$ cat src/rtl/clkcfg_pkg.sv
package clkcfg_pkg;

    localparam int NREG = 6;
    localparam int IDXW = 4;
    localparam int CNTW = 4;

    typedef enum logic [2:0] {
        S_IDLE,
        S_RX,
        S_ACK1,
        S_ACK2,
        S_TX,
        S_TXACK
    } bus_state_e;

    typedef struct packed {
        bus_state_e      state;
        logic [CNTW-1:0] cnt;
        logic [7:0]      sh;
        logic [IDXW-1:0] idx;
        logic            rd;
        logic            addr_ph;
        logic            oe;
        logic            mack;
    } eng_t;

    function automatic logic [7:0] wr_mask(input int k);
        case (k)
            0:       return 8'hFF;
            1:       return 8'h0F;
            2:       return 8'h7F;
            3:       return 8'hFF;
            4:       return 8'h0F;
            default: return 8'h13;
        endcase
    endfunction

    function automatic logic [7:0] ones_mask(input int k);
        case (k)
            1:       return 8'h70;
            4:       return 8'h70;
            5:       return 8'h6C;
            default: return 8'h00;
        endcase
    endfunction

endpackage

$ cat src/rtl/bus_line_sync.sv
module bus_line_sync #(
    parameter int WIDTH  = 2,
    parameter int STAGES = 2
) (
    input  logic             clk,
    input  logic             rst_n,
    input  logic [WIDTH-1:0] din,
    output logic [WIDTH-1:0] dout,
    output logic [WIDTH-1:0] dprev
);
    logic [STAGES:0][WIDTH-1:0] chain_q;
    logic [STAGES:0][WIDTH-1:0] chain_d;

    always_comb begin
        chain_d[0] = din;
        for (int s = 1; s <= STAGES; s++) begin
            chain_d[s] = chain_q[s-1];
        end
    end

    always_ff @(posedge clk or negedge rst_n) begin
        if (!rst_n) chain_q <= '1;
        else        chain_q <= chain_d;
    end

    assign dout  = chain_q[STAGES-1];
    assign dprev = chain_q[STAGES];
endmodule

$ cat src/rtl/cfg_store.sv
module cfg_store
    import clkcfg_pkg::*;
#(
    parameter logic VERSION = 1'b0
) (
    input  logic              clk,
    input  logic              rst_n,
    input  logic              wr_en,
    input  logic [IDXW-1:0]   wr_idx,
    input  logic [7:0]        wr_data,
    input  logic [2:0]        strap_fs,
    output logic [NREG*8-1:0] image_o
);
    logic [NREG-1:0][7:0] store_q;
    logic [NREG-1:0][7:0] store_d;

    always_comb begin
        store_d = store_q;
        for (int k = 0; k < NREG; k++) begin
            if (wr_en && wr_idx == IDXW'(k)) store_d[k] = wr_data & wr_mask(k);
        end
    end

    always_ff @(posedge clk or negedge rst_n) begin
        if (!rst_n) begin
            for (int k = 0; k < NREG; k++) store_q[k] <= (k == 0) ? 8'h00 : wr_mask(k);
        end else begin
            store_q <= store_d;
        end
    end

    genvar g;
    generate
        for (g = 0; g < NREG; g++) begin : g_img
            logic [7:0] base;
            assign base = (store_q[g] & wr_mask(g)) | ones_mask(g);
            if (g == 1) begin : g_ver
                assign image_o[8*g +: 8] = {VERSION, base[6:0]};
            end else if (g == 2) begin : g_fs1
                assign image_o[8*g +: 8] = {~strap_fs[1], base[6:0]};
            end else if (g == 4) begin : g_fs0
                assign image_o[8*g +: 8] = {~strap_fs[0], base[6:0]};
            end else if (g == 5) begin : g_fs2
                assign image_o[8*g +: 8] = {~strap_fs[2], base[6:0]};
            end else begin : g_plain
                assign image_o[8*g +: 8] = base;
            end
        end
    endgenerate

    p_hold_r4: assert property (@(posedge clk) disable iff (!rst_n)
        !wr_en |=> $stable(store_q));
    p_idx_range_r3: assert property (@(posedge clk) disable iff (!rst_n)
        wr_en |-> wr_idx < IDXW'(NREG));
endmodule

$ cat src/rtl/blk_bus_engine.sv
module blk_bus_engine
    import clkcfg_pkg::*;
#(
    parameter logic [7:0] WR_ADDR = 8'hD2,
    parameter logic [7:0] RD_ADDR = 8'hD3
) (
    input  logic              clk,
    input  logic              rst_n,
    input  logic              scl_s,
    input  logic              scl_p,
    input  logic              sda_s,
    input  logic              sda_p,
    input  logic [NREG*8-1:0] image_i,
    output logic              sda_oe,
    output logic              wr_en,
    output logic [IDXW-1:0]   wr_idx,
    output logic [7:0]        wr_data
);
    localparam logic [IDXW-1:0] FIRST_DATA = IDXW'(2);
    localparam logic [IDXW-1:0] END_DATA   = IDXW'(2 + NREG);
    localparam logic [IDXW-1:0] IDX_MAX    = '1;

    eng_t q, d;
    logic rise, fall, start_c, stop_c;
    logic [7:0] byte_in, tx_byte;

    assign rise    = scl_s & ~scl_p;
    assign fall    = ~scl_s & scl_p;
    assign start_c = scl_s & scl_p & sda_p & ~sda_s;
    assign stop_c  = scl_s & scl_p & ~sda_p & sda_s;
    assign byte_in = {q.sh[6:0], sda_s};

    always_comb begin
        tx_byte = 8'hFF;
        if (q.idx == '0) tx_byte = 8'(NREG);
        for (int k = 0; k < NREG; k++) begin
            if (q.idx == IDXW'(k + 1)) tx_byte = image_i[8*k +: 8];
        end
    end

    always_comb begin
        d       = q;
        wr_en   = 1'b0;
        wr_data = byte_in;
        if (start_c) begin
            d.state   = S_RX;
            d.cnt     = '0;
            d.addr_ph = 1'b1;
            d.rd      = 1'b0;
            d.oe      = 1'b0;
        end else if (stop_c) begin
            d.state = S_IDLE;
            d.oe    = 1'b0;
        end else begin
            case (q.state)
                S_RX: if (rise) begin
                    d.sh = byte_in;
                    if (q.cnt == CNTW'(7)) begin
                        d.cnt = '0;
                        if (q.addr_ph) begin
                            d.addr_ph = 1'b0;
                            d.idx     = '0;
                            if (byte_in == WR_ADDR) begin
                                d.rd    = 1'b0;
                                d.state = S_ACK1;
                            end else if (byte_in == RD_ADDR) begin
                                d.rd    = 1'b1;
                                d.state = S_ACK1;
                            end else begin
                                d.state = S_IDLE;
                            end
                        end else begin
                            wr_en   = (q.idx >= FIRST_DATA) && (q.idx < END_DATA);
                            d.state = S_ACK1;
                            if (q.idx != IDX_MAX) d.idx = q.idx + 1'b1;
                        end
                    end else begin
                        d.cnt = q.cnt + 1'b1;
                    end
                end
                S_ACK1: if (fall) begin
                    d.oe    = 1'b1;
                    d.state = S_ACK2;
                end
                S_ACK2: if (fall) begin
                    d.cnt = '0;
                    if (q.rd) begin
                        d.sh    = tx_byte;
                        d.oe    = ~tx_byte[7];
                        d.state = S_TX;
                        if (q.idx != IDX_MAX) d.idx = q.idx + 1'b1;
                    end else begin
                        d.oe    = 1'b0;
                        d.state = S_RX;
                    end
                end
                S_TX: begin
                    if (rise) d.cnt = q.cnt + 1'b1;
                    if (fall) begin
                        if (q.cnt == CNTW'(8)) begin
                            d.oe    = 1'b0;
                            d.state = S_TXACK;
                        end else begin
                            d.sh = {q.sh[6:0], 1'b1};
                            d.oe = ~q.sh[6];
                        end
                    end
                end
                S_TXACK: begin
                    if (rise) d.mack = ~sda_s;
                    if (fall) begin
                        d.cnt = '0;
                        if (q.mack) begin
                            d.sh    = tx_byte;
                            d.oe    = ~tx_byte[7];
                            d.state = S_TX;
                            if (q.idx != IDX_MAX) d.idx = q.idx + 1'b1;
                        end else begin
                            d.oe    = 1'b0;
                            d.state = S_IDLE;
                        end
                    end
                end
                default: d.oe = 1'b0;
            endcase
        end
    end

    always_ff @(posedge clk or negedge rst_n) begin
        if (!rst_n) begin
            q         <= '0;
            q.state   <= S_IDLE;
        end else begin
            q <= d;
        end
    end

    assign sda_oe = q.oe;
    assign wr_idx = q.idx - FIRST_DATA;

    p_ack_slot_r1: assert property (@(posedge clk) disable iff (!rst_n)
        $rose(q.oe) |-> (q.state == S_ACK2 || q.state == S_TX));
    p_start_rearm_r4: assert property (@(posedge clk) disable iff (!rst_n)
        start_c |=> (q.state == S_RX && q.cnt == '0 && q.addr_ph));
    p_stop_release_r9: assert property (@(posedge clk) disable iff (!rst_n)
        stop_c |=> !q.oe);
    p_idle_quiet_r9: assert property (@(posedge clk) disable iff (!rst_n)
        q.state == S_IDLE |-> !q.oe);
    p_wr_then_ack_r2: assert property (@(posedge clk) disable iff (!rst_n)
        wr_en |=> q.state == S_ACK1);
endmodule

$ cat src/rtl/clkcfg_serial_slave.sv
module clkcfg_serial_slave
    import clkcfg_pkg::*;
#(
    parameter logic [7:0] WR_ADDR = 8'hD2,
    parameter logic [7:0] RD_ADDR = 8'hD3,
    parameter logic       VERSION = 1'b0,
    parameter int         SYNC_STAGES = 2
) (
    input  logic              clk,
    input  logic              rst_n,
    input  logic              scl_i,
    input  logic              sda_i,
    input  logic [2:0]        strap_fs,
    output logic              sda_oe,
    output logic [NREG*8-1:0] cfg_o
);
    logic [1:0]      line_s, line_p;
    logic            wr_en;
    logic [IDXW-1:0] wr_idx;
    logic [7:0]      wr_data;

    bus_line_sync #(.WIDTH(2), .STAGES(SYNC_STAGES)) u_sync (
        .clk   (clk),
        .rst_n (rst_n),
        .din   ({scl_i, sda_i}),
        .dout  (line_s),
        .dprev (line_p)
    );

    blk_bus_engine #(.WR_ADDR(WR_ADDR), .RD_ADDR(RD_ADDR)) u_eng (
        .clk     (clk),
        .rst_n   (rst_n),
        .scl_s   (line_s[1]),
        .scl_p   (line_p[1]),
        .sda_s   (line_s[0]),
        .sda_p   (line_p[0]),
        .image_i (cfg_o),
        .sda_oe  (sda_oe),
        .wr_en   (wr_en),
        .wr_idx  (wr_idx),
        .wr_data (wr_data)
    );

    cfg_store #(.VERSION(VERSION)) u_store (
        .clk      (clk),
        .rst_n    (rst_n),
        .wr_en    (wr_en),
        .wr_idx   (wr_idx),
        .wr_data  (wr_data),
        .strap_fs (strap_fs),
        .image_o  (cfg_o)
    );
endmodule

$ cat config.mk
export PLATFORM = sky130hd
export DESIGN_NAME = clkcfg_serial_slave
export DESIGN_NICKNAME = d
export VERILOG_FILES = /design/src/rtl/clkcfg_pkg.sv /design/src/rtl/bus_line_sync.sv /design/src/rtl/cfg_store.sv /design/src/rtl/blk_bus_engine.sv /design/src/rtl/clkcfg_serial_slave.sv
export SDC_FILE = /design/constraint.sdc
export NUM_CORES = 1
export LEC_CHECK = 0
export ABC_CLOCK_PERIOD_IN_PS = 3200
export BUFFER_PORTS_ARGS = -buffer_cell sky130_fd_sc_hd__buf_4
export CAP_MARGIN = 20
export CELL_PAD_IN_SITES_DETAIL_PLACEMENT = 0
export CELL_PAD_IN_SITES_GLOBAL_PLACEMENT = 1
export CORE_MARGIN = 4
export CORE_UTILIZATION = 45
export DETAILED_ROUTE_END_ITERATION = 8
export HOLD_SLACK_MARGIN = 0.03
export PLACE_DENSITY_LB_ADDON = 0.1
export SETUP_SLACK_MARGIN = 0.2
export SLEW_MARGIN = 0
export SYNTH_ARGS = -nofsm -noshare
export SYNTH_HDL_FRONTEND = slang
export SYNTH_HIERARCHICAL = 1
export SYNTH_SLANG_ARGS = --single-unit
$ cat constraint.sdc
create_clock -name clk -period 3.2 [get_ports clk]
set_input_delay 0.48 -clock clk [delete_from_list [all_inputs] [get_ports clk]]
set_output_delay 0.48 -clock clk [all_outputs]
set_load 0.05 [all_outputs]
# [Word level (Yosys, flattened, before mapping)]
# Index checks and enable logic that the tools add are counted.
[classes] bitwise_logic=24 reduce_logical=26 n_lt_le_gt_ge=2 add_sub_neg=3 n_mux=60 eq_ne=42
[ops] cell="$mux W8" count=11
[ops] cell="$pmux W12 S4" count=1
[ops] cell="$mux W19" count=2
[ops] cell="$ne A4 B1 Y1 const B" count=7
[ops] cell="$eq A4 B3 Y1 const B" count=6
[ops] cell="$mux W12" count=2
[ops] cell="$mux W3" count=8
[ops] cell="$mux W4" count=6
[ops] cell="$mux W21" count=1
[ops] cell="$mux W18" count=1
[ops] cell="$and A8 B8 Y8" count=2
[ops] cell="$eq A4 B2 Y1 const B" count=4
[ops] cell="$eq A8 B8 Y1 const B" count=2
[ops] cell="$mux W1" count=16
[ops] cell="$ne A2 B1 Y1 const B" count=8
[ops] cell="$ne A3 B1 Y1 const B" count=5
[ops] cell="$pmux W3 S5" count=1
[ops] cell="$mux W7" count=2
[ops] cell="$pmux W4 S3" count=1
[ops] cell="$reduce_and A6 Y1" count=2
[ops] cell="$not A1 Y1" count=11
[ops] cell="$mux W2" count=5
[ops] cell="$reduce_and A10 Y1" count=1
[ops] cell="$reduce_and A9 Y1" count=1
[ops] cell="28 further kinds" count=51
[word_totals] out_inout_bits=49 word_cells=174 reg_bits=65 in_bits=7

# [Depth between registers and ports, before layout]
[logic_depth] ltp_word=14 mapped_depth=11 mapped_depth_nobuf=8

# [Cells and area by module]
# The synthesis kept the hierarchy.
[modules_own_cells] mod="blk_bus_engine" area_each_um2=2449.8 n_inst=1 cells_per_inst=314
[modules_own_cells] mod="cfg_store" area_each_um2=1460.2 n_inst=1 cells_per_inst=94
[modules_own_cells] mod="bus_line_sync" area_each_um2=172.7 n_inst=1 cells_per_inst=8

# [Least setup slack after synthesis]
# Ideal clock, no wire load.
[synth_path] path_kind="reg-to-reg" startpoint="register u_eng/q[6] (netlist bit)" endpoint="register u_store.store_q, in the netlist u_store/image_o[16]" path_stages_with_launch=12 slack_ns=0.783 n_path_buf=3 arrival_time_ns=2.335 path_cell_list="dfrtp_1 > buf_2 > buf_2 > inv_1 > ha_1 > nand2b_1 > a311oi_1 > and3_1 > nor3b_4 > and3b_1 > buf_6 > mux2_2"
[synth_via] elab_chain_len=9 elab_cells_between_ends=12 cone_classes="add/sub: 1; order compare: 2; eq/ne: 1; mux: 6; reduce/logical: 2"
[synth_lines] item="from (decl)" line="blk_bus_engine.sv:23" source="eng_t q, d;"
[synth_lines] item="$ge A4 B2 Y1 / $lt A4 B4 Y1 (equally long branches)" line="blk_bus_engine.sv:73" source="wr_en = (q.idx >= FIRST_DATA) && (q.idx < END_DATA);"
[synth_lines] item="$logic_and A1 B1 Y1 *" line="blk_bus_engine.sv:73"
[synth_lines] item="$mux W1 *" line="blk_bus_engine.sv:60" source="if (q.addr_ph) begin"
[synth_lines] item="$mux W1 *" line="blk_bus_engine.sv:58" source="if (q.cnt == CNTW'(7)) begin"
[synth_lines] item="$mux W1 *" line="blk_bus_engine.sv:56" source="S_RX: if (rise) begin"
[synth_lines] item="$mux W1 *" line="blk_bus_engine.sv:55" source="case (q.state)"
[synth_lines] item="$mux W1 *" line="blk_bus_engine.sv:51" source="end else if (stop_c) begin"
[synth_lines] item="$mux W1 *" line="blk_bus_engine.sv:45" source="if (start_c) begin"
[synth_lines] item="via wr_en" line="clkcfg_serial_slave.sv:18" source="logic wr_en;"
[synth_lines] item="$logic_and A1 B1 Y1 *" line="cfg_store.sv:20" source="if (wr_en && wr_idx == IDXW'(k)) store_d[k] = wr_data & wr_mask(k);"
[synth_lines] item="to (signal assigned)" line="cfg_store.sv:28" source="store_q <= store_d;"
[synth_lines] item="to (decl)" line="cfg_store.sv:14" source="logic [NREG-1:0][7:0] store_q;"
# The timed path passes the listed nets; every way through them passes the cells marked *.
# A chain may end at the register's enable or synchronous reset.

# [Worst setup path in the final report]
[layout_path] startpoint="register u_eng/q[5] (netlist bit)" endpoint="register u_eng.q, in the netlist u_eng/wr_data[5]"
[layout_via] elab_chain_len=11 elab_cells_between_ends=19 cone_classes="eq/ne: 6; mux: 12; reduce/logical: 1"
[layout_lines] item="$logic_not A4 Y1" line="blk_bus_engine.sv:35" source="if (q.idx == '0) tx_byte = 8'(NREG);"
[layout_lines] item="$mux W8" line="blk_bus_engine.sv:35"
[layout_lines] item="$mux W8 (5 in a row)" line="blk_bus_engine.sv:37" source="if (q.idx == IDXW'(k + 1)) tx_byte = image_i[8*k +: 8];"
[layout_lines] item="$mux W8 *" line="blk_bus_engine.sv:37"
[layout_lines] item="$mux W12 (on tied branches)" line="blk_bus_engine.sv:113, blk_bus_engine.sv:87"
[layout_lines] item="$mux W19 (on tied branches)" line="blk_bus_engine.sv:111, blk_bus_engine.sv:85"
[layout_lines] item="$pmux W12 S4 *" line="blk_bus_engine.sv:55"
# Mark *: on every way between the ends. The rest lies on a longest branch, timed or not. The select of a mux whose other input is x is not followed.

==> results.json <==
{
  "io_buffers": 44,
  "final_layout_size_suffix_gt1_frac": 0.341,
  "grt_max_degree": 63,
  "yosysSeqAreaShare": 0.390,
  "cts_tree": "built",
  "vias_per_cell": 5.95,
  "clock_latency_ps": 340,
  "fin_setup_tns_ps": 0,
  "cts-root-buf": "clkbuf_8",
  "cts-resized-gates": 0,
  "crit_fanout": 14,
  "drtIter0Drc": 263,
  "ys_ff_latch": 62,
  "hold_class": "in -> async",
  "synth_ff_type": "dfstp_2",
  "fillers": 828,
  "outcome": "completed",
  "hold_viol": 0,
  "startpoint_type": "register",
  "wl_per_cell_um": 20.9,
  "finClkSkew_ps": 9.42,
  "p_leak_nw": 1.96,
  "first_pass_iters": 5,
  "antenna_found_initial": 0,
  "cts_max_level": 3,
  "max_freq_mhz": 362,
  "r2r_cells": 6,
  "dieArea_mm2": 0.0107,
  "worstSetupPathType": "reg -> reg",
  "wirelength_um": 11600,
  "cts_buffer_depth": 2,
  "finalSetupViolCount": 0,
  "synth-edff-count": 0,
  "clk_pin_slew_ps": 70,
  "postSynthAreaPerCell_um2": 9.81,
  "worstMarginPinSlew_ps": 780,
  "syn_to_final_growth_pct": 11.9,
  "die_w_um": 103,
  "track_usage": 0.231,
  "max-slew-margin-rel": 0.480,
  "clock_sinks": 62,
  "syn_inst": 416,
  "grt_pass1_vias": 3227,
  "p_total_mw": 3.23,
  "cts-buffers-inserted": 9,
  "boundaryPins": 56,
  "hpwlAfterDp_um": 8200,
  "initial_core_util": 0.466,
  "diodes": 0,
  "final_cell_mix": "buf_4 (52), mux2_2 (43), dfstp_2 (32)",
  "yosysUniqueCellTypes": 67,
  "rows": 34,
  "crit_arrival_ps": 2980,
  "yosys_warnings": 6,
  "required_ps": 3420,
  "drc": 0,
  "grt_pass1_wl_um": 18500,
  "rsz0062_at_grt": "no",
  "gr-total-overflow": 0,
  "final_nets": 461,
  "drv_slew": 0,
  "postCtsHoldBufs": 0,
  "fin_crit_ps": 2760,
  "die_h_um": 103,
  "gp_congestion": 0.872,
  "fin_crit_sh": 0.863,
  "irDropWorstVdd_mv": 0.297,
  "core_mm2": 0.00876,
  "setup_ws_ps": 437,
  "drv_cap": 0,
  "drtAntennaViolNets": 0,
  "vias": 3316,
  "end_kind": "register",
  "async_flop_share": 1.00,
  "place_ws_ps": 549,
  "layout_commonest_cell": "buf_4",
  "cts_setup_buffers": 0,
  "syn_area_mm2": 0.00408,
  "powerDensity_mw_per_mm2": 706
}
## power by group
part / switching, mW / internal [mW] / leakage, nW / total [mW]
Combinational: 0.840 / 0.573 / 1.15 / 1.41
Clock: 0.311 / 0.402 / 0.0996 / 0.713
Sequential: 0.197 / 0.901 / 0.713 / 1.10
## logic make-up (layout without fill, tap and decap cells)
logic type               Yosys count  count (layout)  synth area share
AND/OR/NAND/NOR                  117             117             0.161
AO/OA/AOI/OAI                    110             110             0.194
buffers and inverters             64              88            0.0858
flip-flops                        62              62             0.390
multiplexers                      46              46             0.126
adder cells (fa/ha/maj)           11              11            0.0331
XOR/XNOR                           4               4           0.00858
other                              2              11           0.00184
## flip-flops by register name, indices dropped and copies added (netlist names)
register / flops
u_sync/chain_d: 2
u_store/image_o: 18
u_store/g_img.base: 16
u_eng/sda_oe: 1
u_eng/q: 14
u_sync/dprev: 2
u_eng/wr_data: 7
u_sync/dout: 2
## cell type report
| cell class | instances | area [µm²] | share of cell area |
|---|---|---|---|
| Clock buffer | 13 | 159 | 0.0348 |
| Clock inverter | 3 | 42.5 | 0.00931 |
| Inverter | 20 | 75.1 | 0.0164 |
| Multi-Input combinational cell | 299 | 2170 | 0.476 |
| Sequential cell | 62 | 1590 | 0.348 |
| Tap cell | 108 | 135 | 0.0296 |
| Timing Repair Buffer | 52 | 390 | 0.0855 |
## critical path: stages, from the launching register on
cell     delay [ps]
dfrtp_1         450
inv_1           280
ha_1            600
nor4b_1         560
o31ai_1         180
a221o_1         310
mux2_2          260
## layer usage
layer | GRT usage | vias to the layer above | share of wire
met5 | 0 | - | 0
met3 | 0.0416 | 7 | 0.058
li1 | - | 1554 | -
met2 | 0.349 | 115 | 0.46
met1 | 0.341 | 1640 | 0.47
met4 | 0.0618 | 0 | 0.0091
## path summary, 6_finish.rpt
| kind | to | slack, ps | from |
|---|---|---|---|
| max | u_eng/wr_data[5]$_DFFE_PN0P_ | 440 | u_eng/q[5]$_DFFE_PN0P_ |
| min | u_store/g_img[0].base[0]$_DFFE_PN0P_ | 230 | rst_n |
| max reg2reg | u_eng/wr_data[5]$_DFFE_PN0P_ | 440 | u_eng/q[5]$_DFFE_PN0P_ |
| min reg2reg | u_sync/dout[1]$_DFF_PN1_ | 360 | u_sync/chain_d[3]$_DFF_PN1_ |
| max in group asynchronous | u_eng/q[19]$_DFFE_PN0P_ | 2470 | rst_n |
| min in group clk | u_sync/chain_d[3]$_DFF_PN1_ | 250 | scl_i |
## synthesized netlist by cell type, types with 4 or more instances
library cell / number / area share
a211oi_1: 12 / 0.022
a21oi_1: 22 / 0.027
a221oi_1: 6 / 0.013
a31oi_1: 11 / 0.017
and3b_1: 4 / 0.0086
buf_2: 11 / 0.013
buf_4: 23 / 0.042
clkbuf_1: 6 / 0.0055
dfrtp_1: 30 / 0.18
dfstp_2: 32 / 0.21
ha_1: 10 / 0.031
inv_1: 20 / 0.018
mux2_2: 43 / 0.12
nand2_1: 22 / 0.020
nand2b_1: 11 / 0.017
nand3_1: 7 / 0.0086
nand3b_1: 8 / 0.015
nor2_1: 29 / 0.027
nor2b_1: 8 / 0.012
nor3_1: 5 / 0.0061
nor3b_1: 6 / 0.011
o21ai_0: 17 / 0.021
o31ai_1: 5 / 0.0092
## metrics by stage
step	cell area, µm²	hold WS (ps)	utilization	instances
after floorplan	4120	184	-	425
after global placement	4370	353	0.498	541
after detailed placement	4370	350	0.498	541
after CTS	4570	227	0.521	557
after global routing	4570	223	0.521	557
final	4570	226	0.521	557
Note: power is estimated with default switching activity, not from simulation.
